**src/rtl/zt_pkg.sv**
```systemverilog
package zt_pkg;
   typedef enum logic [1:0] {
      FN_GE = 2'b00,
      FN_GT = 2'b01,
      FN_LT = 2'b10,
      FN_EQ = 2'b11
   } zt_fn_e;

   typedef enum logic [1:0] {
      WP_TESTED = 2'b00,
      WP_KEEPZ  = 2'b01,
      WP_FORCE  = 2'b10,
      WP_COLOR  = 2'b11
   } zt_policy_e;

   typedef struct packed {
      logic vld;
      logic fwe;
      logic zwe;
   } zt_out_t;
endpackage

```
**src/rtl/zt_compare.sv**
```systemverilog
module zt_compare #(
   parameter int ZW        = 24,
   parameter bit CMP_SPLIT = 1'b1
) (
   input  logic [ZW-1:0] z_new,
   input  logic [ZW-1:0] z_old,
   input  logic [1:0]    fn,
   input  logic          bypass,
   output logic          pass
);
   import zt_pkg::*;

   initial begin
      if (ZW < 1) $error("zt_compare: ZW must be positive");
   end

   logic lt, eq;

   generate
      if (CMP_SPLIT) begin : g_split
         // Magnitude and equality come from separate comparators.
         assign lt = (z_new < z_old);
         assign eq = (z_new == z_old);
      end else begin : g_sub
         // Magnitude comes from the borrow of a subtraction.
         logic [ZW:0] diff;
         assign diff = {1'b0, z_new} - {1'b0, z_old};
         assign lt   = diff[ZW];
         assign eq   = (diff[ZW-1:0] == '0) && !diff[ZW];
      end
   endgenerate

   logic raw;
   always_comb begin
      unique case (zt_fn_e'(fn))
         FN_GE:   raw = !lt;
         FN_GT:   raw = !lt && !eq;
         FN_LT:   raw = lt;
         FN_EQ:   raw = eq;
         default: raw = 1'b0;
      endcase
   end

   assign pass = bypass | raw;
endmodule

```
**src/rtl/zt_policy.sv**
```systemverilog
module zt_policy (
   input  logic       vld,
   input  logic       pass,
   input  logic [1:0] policy,
   output logic       fwe,
   output logic       zwe
);
   import zt_pkg::*;

   logic f, z;
   always_comb begin
      unique case (zt_policy_e'(policy))
         WP_TESTED: begin f = pass; z = pass; end
         WP_KEEPZ:  begin f = pass; z = 1'b0; end
         WP_FORCE:  begin f = 1'b1; z = 1'b1; end
         WP_COLOR:  begin f = 1'b1; z = 1'b0; end
         default:   begin f = 1'b0; z = 1'b0; end
      endcase
   end

   assign fwe = vld & f;
   assign zwe = vld & z;
endmodule

```
**src/rtl/zt_gate.sv**
```systemverilog
module zt_gate #(
   parameter int ZW        = 24,
   parameter bit CMP_SPLIT = 1'b1
) (
   input  logic          clk,
   input  logic          rst,
   input  logic          pix_vld,
   input  logic [ZW-1:0] z_new,
   input  logic [ZW-1:0] z_old,
   input  logic [1:0]    cmp_fn,
   input  logic          bypass_cmp,
   input  logic [1:0]    wr_policy,
   output logic          out_vld,
   output logic          frame_we,
   output logic          depth_we
);
   import zt_pkg::*;

   localparam int ZMAX = ZW;

   initial begin
      if (ZMAX < 1 || ZMAX > 64) $error("zt_gate: ZW out of range");
   end

   logic    pass, fwe_c, zwe_c;
   zt_out_t q;

   zt_compare #(.ZW(ZW), .CMP_SPLIT(CMP_SPLIT)) u_cmp (
      .z_new (z_new),
      .z_old (z_old),
      .fn    (cmp_fn),
      .bypass(bypass_cmp),
      .pass  (pass)
   );

   zt_policy u_pol (
      .vld   (pix_vld),
      .pass  (pass),
      .policy(wr_policy),
      .fwe   (fwe_c),
      .zwe   (zwe_c)
   );

   always_ff @(posedge clk) begin
      if (rst) q <= '0;
      else     q <= '{vld: pix_vld, fwe: fwe_c, zwe: zwe_c};
   end

   assign out_vld  = q.vld;
   assign frame_we = q.fwe;
   assign depth_we = q.zwe;


   idle_quiet_chk: assert property (@(posedge clk) disable iff (rst)
      !out_vld |-> (!frame_we && !depth_we));


   vld_delay_chk: assert property (@(posedge clk) disable iff (rst)
      !$past(rst) |-> (out_vld == $past(pix_vld)));


   keepz_chk: assert property (@(posedge clk) disable iff (rst)
      (pix_vld && wr_policy == 2'b01) |=> !depth_we);


   force_chk: assert property (@(posedge clk) disable iff (rst)
      (pix_vld && wr_policy == 2'b10) |=> (frame_we && depth_we));


   color_chk: assert property (@(posedge clk) disable iff (rst)
      (pix_vld && wr_policy == 2'b11) |=> (frame_we && !depth_we));


   bypass_chk: assert property (@(posedge clk) disable iff (rst)
      (pix_vld && bypass_cmp && wr_policy == 2'b00) |=> (frame_we && depth_we));


   reset_clear_chk: assert property (@(posedge clk)
      rst |=> (!out_vld && !frame_we && !depth_we));
endmodule

```
**config.mk**
```make
export PLATFORM = sky130hd
export DESIGN_NAME = zt_gate
export DESIGN_NICKNAME = d
export VERILOG_FILES = /design/src/rtl/zt_pkg.sv /design/src/rtl/zt_compare.sv /design/src/rtl/zt_policy.sv /design/src/rtl/zt_gate.sv
export SDC_FILE = /design/constraint.sdc
export NUM_CORES = 1
export LEC_CHECK = 0
export ABC_CLOCK_PERIOD_IN_PS = 3000
export BUFFER_PORTS_ARGS = -buffer_cell sky130_fd_sc_hd__buf_2
export CELL_PAD_IN_SITES_DETAIL_PLACEMENT = 1
export CELL_PAD_IN_SITES_GLOBAL_PLACEMENT = 1
export CORE_MARGIN = 2
export CORE_UTILIZATION = 28
export CTS_CLUSTER_DIAMETER = 60
export DETAILED_ROUTE_END_ITERATION = 8
export PLACE_DENSITY_LB_ADDON = 0.1
export SLEW_MARGIN = 0
export SYNTH_ARGS = -nofsm -noshare
export SYNTH_HDL_FRONTEND = slang
export SYNTH_SLANG_ARGS = --single-unit
```
**constraint.sdc**
```tcl
create_clock -name clk -period 3 [get_ports clk]
set_input_delay 0 -clock clk [delete_from_list [all_inputs] [get_ports clk]]
set_output_delay 0 -clock clk [all_outputs]
set_load 0.005 [all_outputs]
```
# Word-level counts from Yosys, hierarchy flattened
# Index checks and enable logic that the tools add are counted.
[classes] n_lt_le_gt_ge=1 eq_ne=7 mux=3 n_bitwise=3 reduce_logical=8
[ops] operator="24-bit equality test" n=1
[ops] operator="24-bit < comparator" n=1
[ops] operator="2-bit equality test, second input constant" n=4
[ops] operator="2-bit OR reduction" n=3
[ops] operator="2-bit by 1-bit equality test with 1-bit output, second input constant" n=2
[ops] operator="2-bit logical NOT" n=2
[ops] operator="1-bit case mux with 4 select lines" n=1
[ops] operator="1-bit case mux with 3 select lines" n=1
[ops] operator="1-bit bitwise AND" n=2
[ops] operator="1-bit logical NOT" n=2
[ops] operator="1-bit case mux with 2 select lines" n=1
[ops] operator="1-bit logical AND" n=1
[ops] operator="1-bit OR" n=1
[word_totals] regBits=3 input_bits=56 out_inout_bits=3 word_cells=25

# Logic depth before layout (Yosys ltp)
# Gate-level depths: netlist (run 1).
[depth] ltp_word=7 ltp_mapped=8 ltp_nobuf=8

# Modules after synthesis
# From an unflattened synthesis (run 1), not the netlist that was laid out.
[unflattened] hier_cells=95 area_unflattened_um2=740.7
[by_module_without_submodules] mod="zt_compare" n_inst=1 cells_each=87 area_each_um2=640.6 seq_area_each_um2=0.0
[by_module_without_submodules] mod="zt_gate" n_inst=1 cells_each=6 area_each_um2=78.8 seq_area_each_um2=60.1
[by_module_without_submodules] mod="zt_policy" n_inst=1 cells_each=2 area_each_um2=21.3 seq_area_each_um2=0.0

# Worst setup path before layout (run 1)
# No wires, ideal clock.
[synth_timing] kind="input-to-reg" start="in z_old[15]" end="reg q (netlist bit frame_we)" setup_ns=0.120 arrival_ns=1.364 required_ns=2.880 setup_slack_ns=1.516 path_stages=8 path_buffers=0 cell_sequence="inv_1 -> ha_1 -> a21oi_2 -> o21ai_1 -> a221o_1 -> a211oi_2 -> mux2i_1 -> or2_1"
[synth_between] elab_chain_cells=7 word_cells_on_any_way=9 cone_classes="order compare (1); eq/ne (1); mux (2); bitwise (2); reduce/logical (3)"
[synth_rtl] element="start, declared" line_no="zt_gate.sv:9" source="input logic [ZW-1:0] z_old,"
[synth_rtl] element="24-bit < comparator or 24-bit equality test (tied branches)" line_no="zt_compare.sv:22, zt_compare.sv:23"
[synth_rtl] element="1-bit logical NOT, on equally long branches" line_no="zt_compare.sv:36, zt_compare.sv:37"
[synth_rtl] element="1-bit logical AND" line_no="zt_compare.sv:37" source="FN_GT: raw = !lt && !eq;"
[synth_rtl] element="1-bit case mux with 4 select lines (*)" line_no="zt_compare.sv:35" source="unique case (zt_fn_e'(fn))"
[synth_rtl] element="1-bit OR (*)" line_no="zt_compare.sv:44" source="assign pass = bypass | raw;"
[synth_rtl] element="1-bit case mux with 2 select lines (*)" line_no="zt_policy.sv:12" source="unique case (zt_policy_e'(policy))"
[synth_rtl] element="1-bit bitwise AND (*)" line_no="zt_policy.sv:21" source="assign fwe = vld & f;"
[synth_rtl] element="end signal, assigned" line_no="zt_gate.sv:46" source="else q <= '{vld: pix_vld, fwe: fwe_c, zwe: zwe_c};"
[synth_rtl] element="end, declared" line_no="zt_gate.sv:26" source="zt_out_t q;"
# Every way passes the cells marked *; elsewhere a longest branch is shown, timed or not.
# A chain may end at the register's enable or synchronous reset.

# Worst setup path after layout (run 1)
# Same ends and word-level chain as after synthesis.

==> results of run 1 <==
path summary, 6_finish.rpt:
kind | from | to | slack (ns) | cells past startpoint
setup / recovery | z_old[15] | frame_we$_SDFF_PP0_ | 1.52 | 9
hold / removal | wr_policy[0] | depth_we$_SDFF_PP0_ | 0.03 | 2
per-stage QoR:
stage                     power [W]  setup WS, ns  instance area (µm²)  utilization [%]  cells
after detailed placement  0.0001730         1.234                 1124            41.10    196
after global placement    0.0001670         1.272                 1124            41.10    196
final                     0.0002427         1.520                 1150            42.06    200
after CTS                 0.0002503         1.486                 1150            42.06    200
after floorplan           0.0001165         1.516                794.5                -    107
after global routing      0.0002733         1.367                 1150            42.06    200
flip-flops by register name (all words and copies together), names as in the netlist:
name	count
depth_we	1
frame_we	1
out_vld	1
cell type report:
class / count / area [µm²] / area share [%]
clock buffers: 4 / 26.28 / 2.285
inverters: 27 / 101.3 / 8.814
multi-input cells: 77 / 633.1 / 55.06
flip-flops and latches: 3 / 60.06 / 5.223
well taps: 31 / 38.79 / 3.373
repair buffers: 58 / 290.3 / 25.24
cells in the mapped netlist:
master and instances:
nand4_2 1, nor2b_1 1, ha_1 24, a41oi_1 1, o311ai_1 1, o21ba_2 1, a211oi_2 1, mux2i_1 1
or2_1 1, o211ai_1 1, nor2_1 6, o21a_1 1, o21ai_0 3, dfxtp_1 3, nand4b_1 1, nor3_1 2
nor4_4 1, a21oi_2 1, a21oi_1 8, nand3b_1 1, a221o_1 1, nand2b_1 2, inv_1 27, nand3_1 3
nand4_1 4, a21o_1 1, a211oi_1 1, nand2_1 7, o21ai_1 1
cell families after synthesis:
kind of cell             Yosys count  share of synthesized area, %
buffers and inverters             27                         12.76
AND/OR/NAND/NOR                   30                         21.89
multiplexers                       1                         1.260
adder cells (fa/ha/maj)           24                         37.80
AO/OA/AOI/OAI                     22                         18.74
flip-flops                         3                         7.559
worst max-delay path, cell delays in order:
cell and delay, ns:
buf_2 0.08, inv_1 0.03, ha_1 0.32, nand4_1 0.20
nor4_4 0.38, o311ai_1 0.16, nand4b_1 0.13, mux2i_1 0.09
or2_1 0.22
power by group through the flow:
stage               registers (W)  clock network, W  logic (W)
floorplan               0.0000446                 0  0.0000719
global placement        0.0000445                 0   0.000123
detailed placement      0.0000443                 0   0.000129
CTS                     0.0000440         0.0000760   0.000130
global route            0.0000442         0.0000797   0.000149
finish                  0.0000440         0.0000718   0.000127
metal layers:
layer,GRT usage (%),wire length [µm],part of all wire (%)
met2,26.60,1101,50
met4,1.993,4,0.18
met3,3.855,138,6.2
met5,0,0,0
met1,18.43,972,44
==> out/qor.yml, run 1 <==
grt_usage_pct: 14.90
die_area_um2: 3280
hpwlAfterDp_mm: 2.029
syn_area_per_cell_um2: 7.425
synth_fp_nets: 187
initial_utilization_pct: 29.06
cts_tree: "built"
yosysUniqueCellTypes: 29
num-fill-cells: 363
wire_per_inst_um: 11.08
num_vias: 942
drc: 0
ctsRootBufferMaster: "clkbuf_4"
via_per_inst: 4.710
synth_top_area_cell: "ha_1"
power.internal_w: 0.0001589
grt_max_degree: 5
drtIter0Drc: 15
leakagePower_nw: 0.7108
first_pass_iters: 4
crit_type: "primary input to flop"
grt_pass1_vias: 992
cts_resized: 0
die_y_um: 57.27
status: "finished clean"
grt_pass1_wl_mm: 3.967
portBuffers: 58
synth_area_um2: 794.5
final_max_slew_viol_count: 0
fmax_mhz: 675.8
yosysWarnings: 0
setup_viol: 0
die_w_um: 57.27
syn2layout_area_growth_pct: 44.72
clock_power_share_pct: 29.6
hold_path_class: "primary input to flop"
nNetsFinal: 250
drt-total-wl_mm: 2.216
diodes: 0
p_sw_w: 0.00008375
gp_congestion: 0.7161
cts-hold-fix-buffers: 0
gr-total-overflow: 0
ir_drop_uv: 281.4
rsz0062_at_grt: "no"
cap_violations: 0
setup_tns_ns: 0
coreArea_um2: 2734
drive_above_1_share_pct: 39.05
cp.required_ns: 3.12
synth-seq-cells: 3
fin_crit_sh_pct: 49.32
swShare_pct: 34.51
row_count: 19
cp.arrival_ns: 1.60
path_max_fanout: 4
cts-buffers-inserted: 3
layout_common_cells: "buf_2 (58), inv_1 (27), ha_1 (24), a21oi_1 (8), nand2_1 (7)"
ctsHtreeMaxLevel: 1
worst_pin_slew_ns: 0.3492
hold_slack_ns: 0.03185
clkTransAtPathRegs_ns: 0.04
mostFrequentLayoutCell: "buf_2"
pin_count: 59
final_antenna_net_count: 0
synth_top_area_share_pct: 37.80
combPwrFrac_pct: 52.3
slew_headroom_pct: 76.58
cts.sinks: 3
antenna_found_initial: 0
cts_buffer_depth: 2
post_cts_buffers: 0
power_density_nw_per_um2: 211.1
syn_inst: 107
ys_seq_area_share_pct: 7.559
worstSetupStartpointType: "primary input"
hold_viol: 0
yosys-top-cells-area: "ha_1 (38%), inv_1 (13%), dfxtp_1 (7.6%), a21oi_1 (5.0%), nand2_1 (3.3%)"
min_period_ns: 1.480
pwr-share-seq_pct: 18.1
end_kind: "flop"
(Power assumes the default switching activity.)
==> run 2: changes to the inputs <==
Settings changed: ABC_CLOCK_PERIOD_IN_PS 3000 to 1200, CORE_UTILIZATION 28 to 24.
Clock period 3 ns to 1.2 ns, I/O delays scaled along.
==> run 2 against run 1 <==
  * The run now ends with setup timing left
  * Clock-buffer cell count unchanged
  * Flip-flop and latch count unchanged
  * Via count increased by 6.6%
  * Combinational power increased to 3.6 times the previous value
  * Clock power increased to 2.6 times the previous value
  * Cell area increased by 31%
  * Core utilization increased by 6.6 points
  * Critical path depth increased by 2
  * First-iteration DRC count decreased by 6.7%
  * Non-clock buffer count increased by 8
  * Setup slack got worse by 1.7 ns
  * Sequential share of layout area decreased by 1.2 points
  * Critical endpoint unchanged
==> out/qor.yml, run 2 (synthesis gave the netlist of run 1 again) <==
ctsHtreeMaxLevel: 1  # unchanged
violations: "setup timing"
layout_common_cells: "buf_2 (48), inv_1 (19), ha_4 (13), ha_1 (11), buf_6 (10)"
cts.sinks: 3  # unchanged
pin_count: 59  # unchanged
pre_cts_ws_ns: -0.5100  # -1.744 ns
clock_power_share_pct: 24.6  # -5.0 points
placed_cell_area_um2: 1354  # +20%
die_area_um2: 3787  # +15%
hold_path_class: "primary input to flop"
mostFrequentLayoutCell: "buf_2"
syn2layout_area_growth_pct: 90.08
cts_tree: "built"
die_w_um: 61.54  # +7.4%
wire_per_inst_um: 11.13  # +0.42%
status: "finished with violations"
hold_viol: 0  # unchanged
ctsRootBufferMaster: "clkbuf_4"
leakagePower_nw: 0.7686  # +8.1%
gp_congestion: 0.6659  # -7.0%
cts-buffers-inserted: 3  # unchanged
final_antenna_net_count: 0  # unchanged
worstSetupStartpointType: "primary input"
slew_headroom_pct: 72.63  # -4.0 points
cp.arrival_ns: 1.48  # -0.12 ns
rsz0062_at_grt: "yes"
swShare_pct: 34.68  # +0.17 points
crit_start: "z_old[13]"
cap_violations: 0  # unchanged
initial_utilization_pct: 25.60  # -3.5 points
hpwlAfterDp_mm: 2.172  # +7.0%
drc: 0  # unchanged
pwr-share-seq_pct: 14.5  # -3.6 points
die_y_um: 61.54  # +7.4%
ir_drop_uv: 334.1  # +19%
antenna_found_initial: 0  # unchanged
power.internal_w: 0.0004919  # +210%
first_pass_iters: 3  # -1
final_max_slew_viol_count: 0  # unchanged
crit_type: "primary input to flop"
num_vias: 1004  # +6.6%
setup_viol: 2  # +2
nNetsFinal: 258  # +3.2%
p_sw_w: 0.0002612  # +210%
fmax_mhz: 735.2
grt_pass1_vias: 1033  # +4.1%
fin_ws_ns: -0.1602  # -1.680 ns
clkTransAtPathRegs_ns: 0.04  # about the same
worst_pin_slew_ns: 0.4075  # +0.05829 ns
portBuffers: 58  # unchanged
row_count: 20  # +1
path_max_fanout: 3  # -1
power_density_nw_per_um2: 498.7  # +140%
power_w: 0.0007531  # +210%
combPwrFrac_pct: 60.9  # +8.6 points
drive_above_1_share_pct: 55.93  # +17 points
fin_crit_sh_pct: 113.4
setup_tns_ns: -0.2784  # -0.2784 ns
cts-hold-fix-buffers: 0  # unchanged
critical_path.endpoint: "frame_we$_SDFF_PP0_"
min_period_ns: 1.360
grt_usage_pct: 14.30  # -0.60 points
stdcell_area_um2: 1510  # +31%
cts_buffer_depth: 2  # unchanged
coreArea_um2: 3103  # +14%
drtIter0Drc: 14  # -1
grt_pass1_wl_mm: 4.050  # +2.1%
end_kind: "flop"
grt_max_degree: 4  # -1
diodes: 0  # unchanged
via_per_inst: 4.543  # -3.5%
gr-total-overflow: 0  # unchanged
cp.required_ns: 1.32  # -1.80 ns
drt-total-wl_mm: 2.459  # +11%
-- run 2: cell type report --
class                           instances  area, µm²
Multi-Input combinational cell         77      819.5
Fill cell                             412       1593
Sequential cell                         3      60.06
Tap cell                               44      55.05
Inverter                               27      128.9
Timing Repair Buffer                   66      420.4
Clock buffer                            4      26.28
-- run 2: metrics by stage --
stage,hold WS (ns),instances,util [%]
CTS,0.02627,221,48.27
floorplan,0.1747,107,-
global placement,0.2710,215,43.63
finish,0.02809,221,48.67
global route,0.02742,221,48.67
detailed placement,0.2713,215,43.63
-- run 2: worst min-delay path by stage --
stage | start | end | slack (ns) | cells past startpoint
after CTS | wr_policy[0] | depth_we$_SDFF_PP0_ | 0.03 | 2
after global routing | wr_policy[0] | depth_we$_SDFF_PP0_ | 0.03 | 2
after floorplan | pix_vld | out_vld$_SDFF_PP0_ | 0.17 | 2
after detailed placement | wr_policy[0] | depth_we$_SDFF_PP0_ | 0.27 | 2
final | wr_policy[0] | depth_we$_SDFF_PP0_ | 0.03 | 2
after global placement | wr_policy[0] | depth_we$_SDFF_PP0_ | 0.27 | 2
-- run 2: what timing repair did --
action | in CTS | in global routing
setup buffers | 2 | 0
pin swaps | 16 | 6
gates resized for setup | 21 | 4
setup endpoints to repair | 2 | 2
-- run 2: power groups by stage --
| stage | Clock [W] | Combinational, W | Sequential [W] |
|---|---|---|---|
| 3_3_place_gp | 0 | 0.000394 | 0.000111 |
| 4_1_cts | 0.000192 | 0.000461 | 0.000109 |
| 3_5_place_dp | 0 | 0.000411 | 0.000110 |
| 6_report | 0.000185 | 0.000458 | 0.000109 |
| 2_1_floorplan | 0 | 0.000226 | 0.000111 |
| 5_1_grt | 0.000210 | 0.000519 | 0.000110 |
-- run 2: worst max-delay path, stage by stage --
cell and delay [ns]:
buf_6 0.08, inv_4 0.03, ha_4 0.26, buf_6 0.08, nand4_1 0.17, nor4_4 0.28, buf_4 0.17, nand2_2 0.04
nand2_1 0.06, mux2i_1 0.07, or2_1 0.24
-- run 2: layer usage --
layer	track usage, %	up-vias	share of wire (%)	wire (µm)
met5	0	-	0	0
met4	4.559	0	0.98	24
met3	2.731	5	6.4	158
met2	28.27	37	55	1352
met1	14.84	452	38	924
li1	-	510	-	-
==> run 3: changes to the inputs <==
Settings changed: BUFFER_PORTS_ARGS -buffer_cell sky130_fd_sc_hd__buf_2 to -buffer_cell sky130_fd_sc_hd__clkbuf_2, CORE_MARGIN 2 to 8, CTS_BUF_LIST set to sky130_fd_sc_hd__clkbuf_4 sky130_fd_sc_hd__clkbuf_8.
==> run 3 against run 2 <==
  * The flow still finishes with violations (setup timing)
  * Non-clock buffer count up 1
  * Hold slack worse by 0.0014 ns
  * Die area up 43%
  * Clock-buffer cell count unchanged
  * Wire length up 19%
  * Critical path type unchanged
==> out/qor.yml, run 3 (synthesis gave the netlist of run 1 again) <==
fin_crit_sh_pct: 113.9  # +0.55 points
cts_buffer_depth: 2  # unchanged
diodes: 0  # unchanged
hold_viol: 0  # unchanged
p_sw_w: 0.0002666  # +2.1%
fin_ws_ns: -0.1669  # -0.006625 ns
end_kind: "flop"
via_per_inst: 4.438  # -2.3%
dp.cells: 217  # +0.93%
cp.arrival_ns: 1.54  # +0.06 ns
cap_violations: 0  # unchanged
power.internal_w: 0.0005333  # +8.4%
status: "finished with violations"
ctsHtreeMaxLevel: 1  # unchanged
holdPathStages: 2  # unchanged
hold_end: "depth_we$_SDFF_PP0_"
worstSetupStartpointType: "primary input"
hpwlAfterDp_mm: 2.545  # +17%
clock_power_share_pct: 24.8  # +0.2 points
gr-total-overflow: 0  # unchanged
clkTransAtPathRegs_ns: 0.03  # about the same
cp_slowest_cell: "a221o_1"
ctsRootBufferMaster: "clkbuf_4"
cp.required_ns: 1.38  # +0.06 ns
min_period_ns: 1.367  # +0.006625 ns
combPwrFrac_pct: 61.5  # +0.6 points
num-fill-cells: 409  # -0.73%
regArea_um2: 60.06  # unchanged
wire_per_inst_um: 13.04  # +17%
final_cells: 224  # +1.4%
rsz0062_at_grt: "yes"
fmax_mhz: 731.6  # -0.48%
path_max_fanout: 3  # unchanged
gp_congestion: 0.6944  # +4.3%
syn2layout_area_growth_pct: 101.7
drive_above_1_share_pct: 62.92  # +7.0 points
multi_input_area_um2: 870.8  # +6.3%
cts-buffers-inserted: 3  # unchanged
drc: 0  # unchanged
row_count: 21  # +5.0%
wl_met1_mm: 1.006  # +8.9%
swShare_pct: 33.33  # -1.4 points
setup_viol: 2  # unchanged
initial_utilization_pct: 24.39  # -1.2 points
grt_pass1_wl_mm: 4.409  # +8.9%
grt_max_degree: 4  # unchanged
first_pass_iters: 2  # -1
die_area_um2: 5407  # +43%
ir_drop_uv: 204.1  # -39%
antenna_found_initial: 0  # unchanged
cp_slowest_stage_delay_ns: 0.33  # +0.05 ns
grt_usage_pct: 9.936  # -4.4 points
worst_pin_slew_ns: 0.2885  # -0.1190 ns
mostFrequentLayoutCell: "clkbuf_2"
wl_met3_um: 229  # +45%
path_cells: "clkbuf_8 -> inv_6 -> ha_4 -> nand4_1 -> nor2_1 -> a221o_1 -> a211oi_2 -> mux2i_1 -> o21ba_2"
wl_met2_mm: 1.684  # +25%
violations: "setup timing"
drtIter0Drc: 14  # unchanged
nNetsFinal: 259  # +0.39%
top_layer: "met3"
cts.sinks: 3  # unchanged
layout_common_cells: "clkbuf_2 (45), ha_4 (16), inv_1 (13), buf_6 (11), buf_4 (9)"
slew_headroom_pct: 80.63  # +8.0 points
coreArea_um2: 3258  # +5.0%
pin_count: 59  # unchanged
power_density_nw_per_um2: 499.1  # about the same
worstHoldStart: "wr_policy[0]"
final_antenna_net_count: 0  # unchanged
stdcell_area_um2: 1603  # +6.1%
die_y_um: 73.54  # +20%
grt_pass1_vias: 1064  # +3.0%
die_w_um: 73.54  # +20%
crit_type: "primary input to flop"
pwr-share-seq_pct: 13.6  # -0.9 points
final_max_slew_viol_count: 0  # unchanged
num_vias: 994  # -1.0%
leakagePower_nw: 0.7883  # +2.6%
cts_tree: "built"
hold_path_class: "primary input to flop"
power_w: 0.0007999  # +6.2%
drt-total-wl_mm: 2.920  # +19%
portBuffers: 58  # unchanged
placed_cell_area_um2: 1356  # +0.18%
[run 3: cell count changes in the layout (fill, tap and decap cells not counted), sizes merged]
cell    delta
clkbuf    +47
buf       -46
[run 3: how the worst max path moves through the flow]
stage,from,end,slack [ns],cells after the start
6_report,z_old[17],depth_we$_SDFF_PP0_,-0.17,9
5_1_grt,z_old[16],depth_we$_SDFF_PP0_,-0.24,9
4_1_cts,z_old[19],depth_we$_SDFF_PP0_,-0.19,9
3_5_place_dp,z_old[18],frame_we$_SDFF_PP0_,-0.53,10
3_3_place_gp,z_old[18],frame_we$_SDFF_PP0_,-0.47,9
2_1_floorplan,z_old[18],frame_we$_SDFF_PP0_,-0.21,8
[run 3: worst max-delay path, delay by kind of cell]
| family | cells | cell delay, ns |
|---|---|---|
| AOI/OAI and AO/OA | 3 | 0.66 |
| adders and majority gates | 1 | 0.18 |
| buffers and inverters | 2 | 0.16 |
| and+or+nand+nor | 2 | 0.29 |
| muxes | 1 | 0.24 |
[run 3: final cells by class]
cell class              instances  area share [%]
multi-input cells              77           54.33
repair buffers                 67           28.42
inverters                      27           8.041
flip-flops and latches          3           3.747
well taps                      46           3.591
clock buffers                   4           1.874
[run 3: repair_timing]
| item | in CTS | in global routing |
|---|---|---|
| endpoints found under the setup margin | 2 | 2 |
| hold buffers | 0 | 0 |
| hold endpoints to repair | 0 | 0 |
| buffers inserted | 1 | 2 |
| cloned | 0 | 0 |
| pin swaps | 12 | 18 |
| resized for setup | 5 | 33 |
[run 3: metrics by stage]
stage                     hold slack [ns]  util [%]  setup TNS, ns  setup slack (ns)
after floorplan                    0.1747         -        -0.3816           -0.2073
after global placement             0.2654     41.63        -0.9282           -0.4729
after detailed placement           0.2637     41.63         -1.028           -0.5298
after CTS                         0.01640     44.05        -0.3626           -0.1925
after global routing              0.03613     49.19        -0.4714           -0.2434
final                             0.02669     49.19        -0.3064           -0.1669
[run 3: power by group through the flow]
stage	sequential [W]	combinational [W]	clock (W)
after floorplan	0.000111	0.000226	0
after global placement	0.000110	0.000400	0
after detailed placement	0.000111	0.000416	0
after CTS	0.000109	0.000437	0.000209
after global routing	0.000110	0.000551	0.000218
final	0.000109	0.000492	0.000199
[run 3: layer usage]
metal,GRT usage [%],vias to the layer above
met2,19.39,30
met5,0,-
met1,9.752,451
met4,1.996,0
met3,3.274,0
li1,-,513
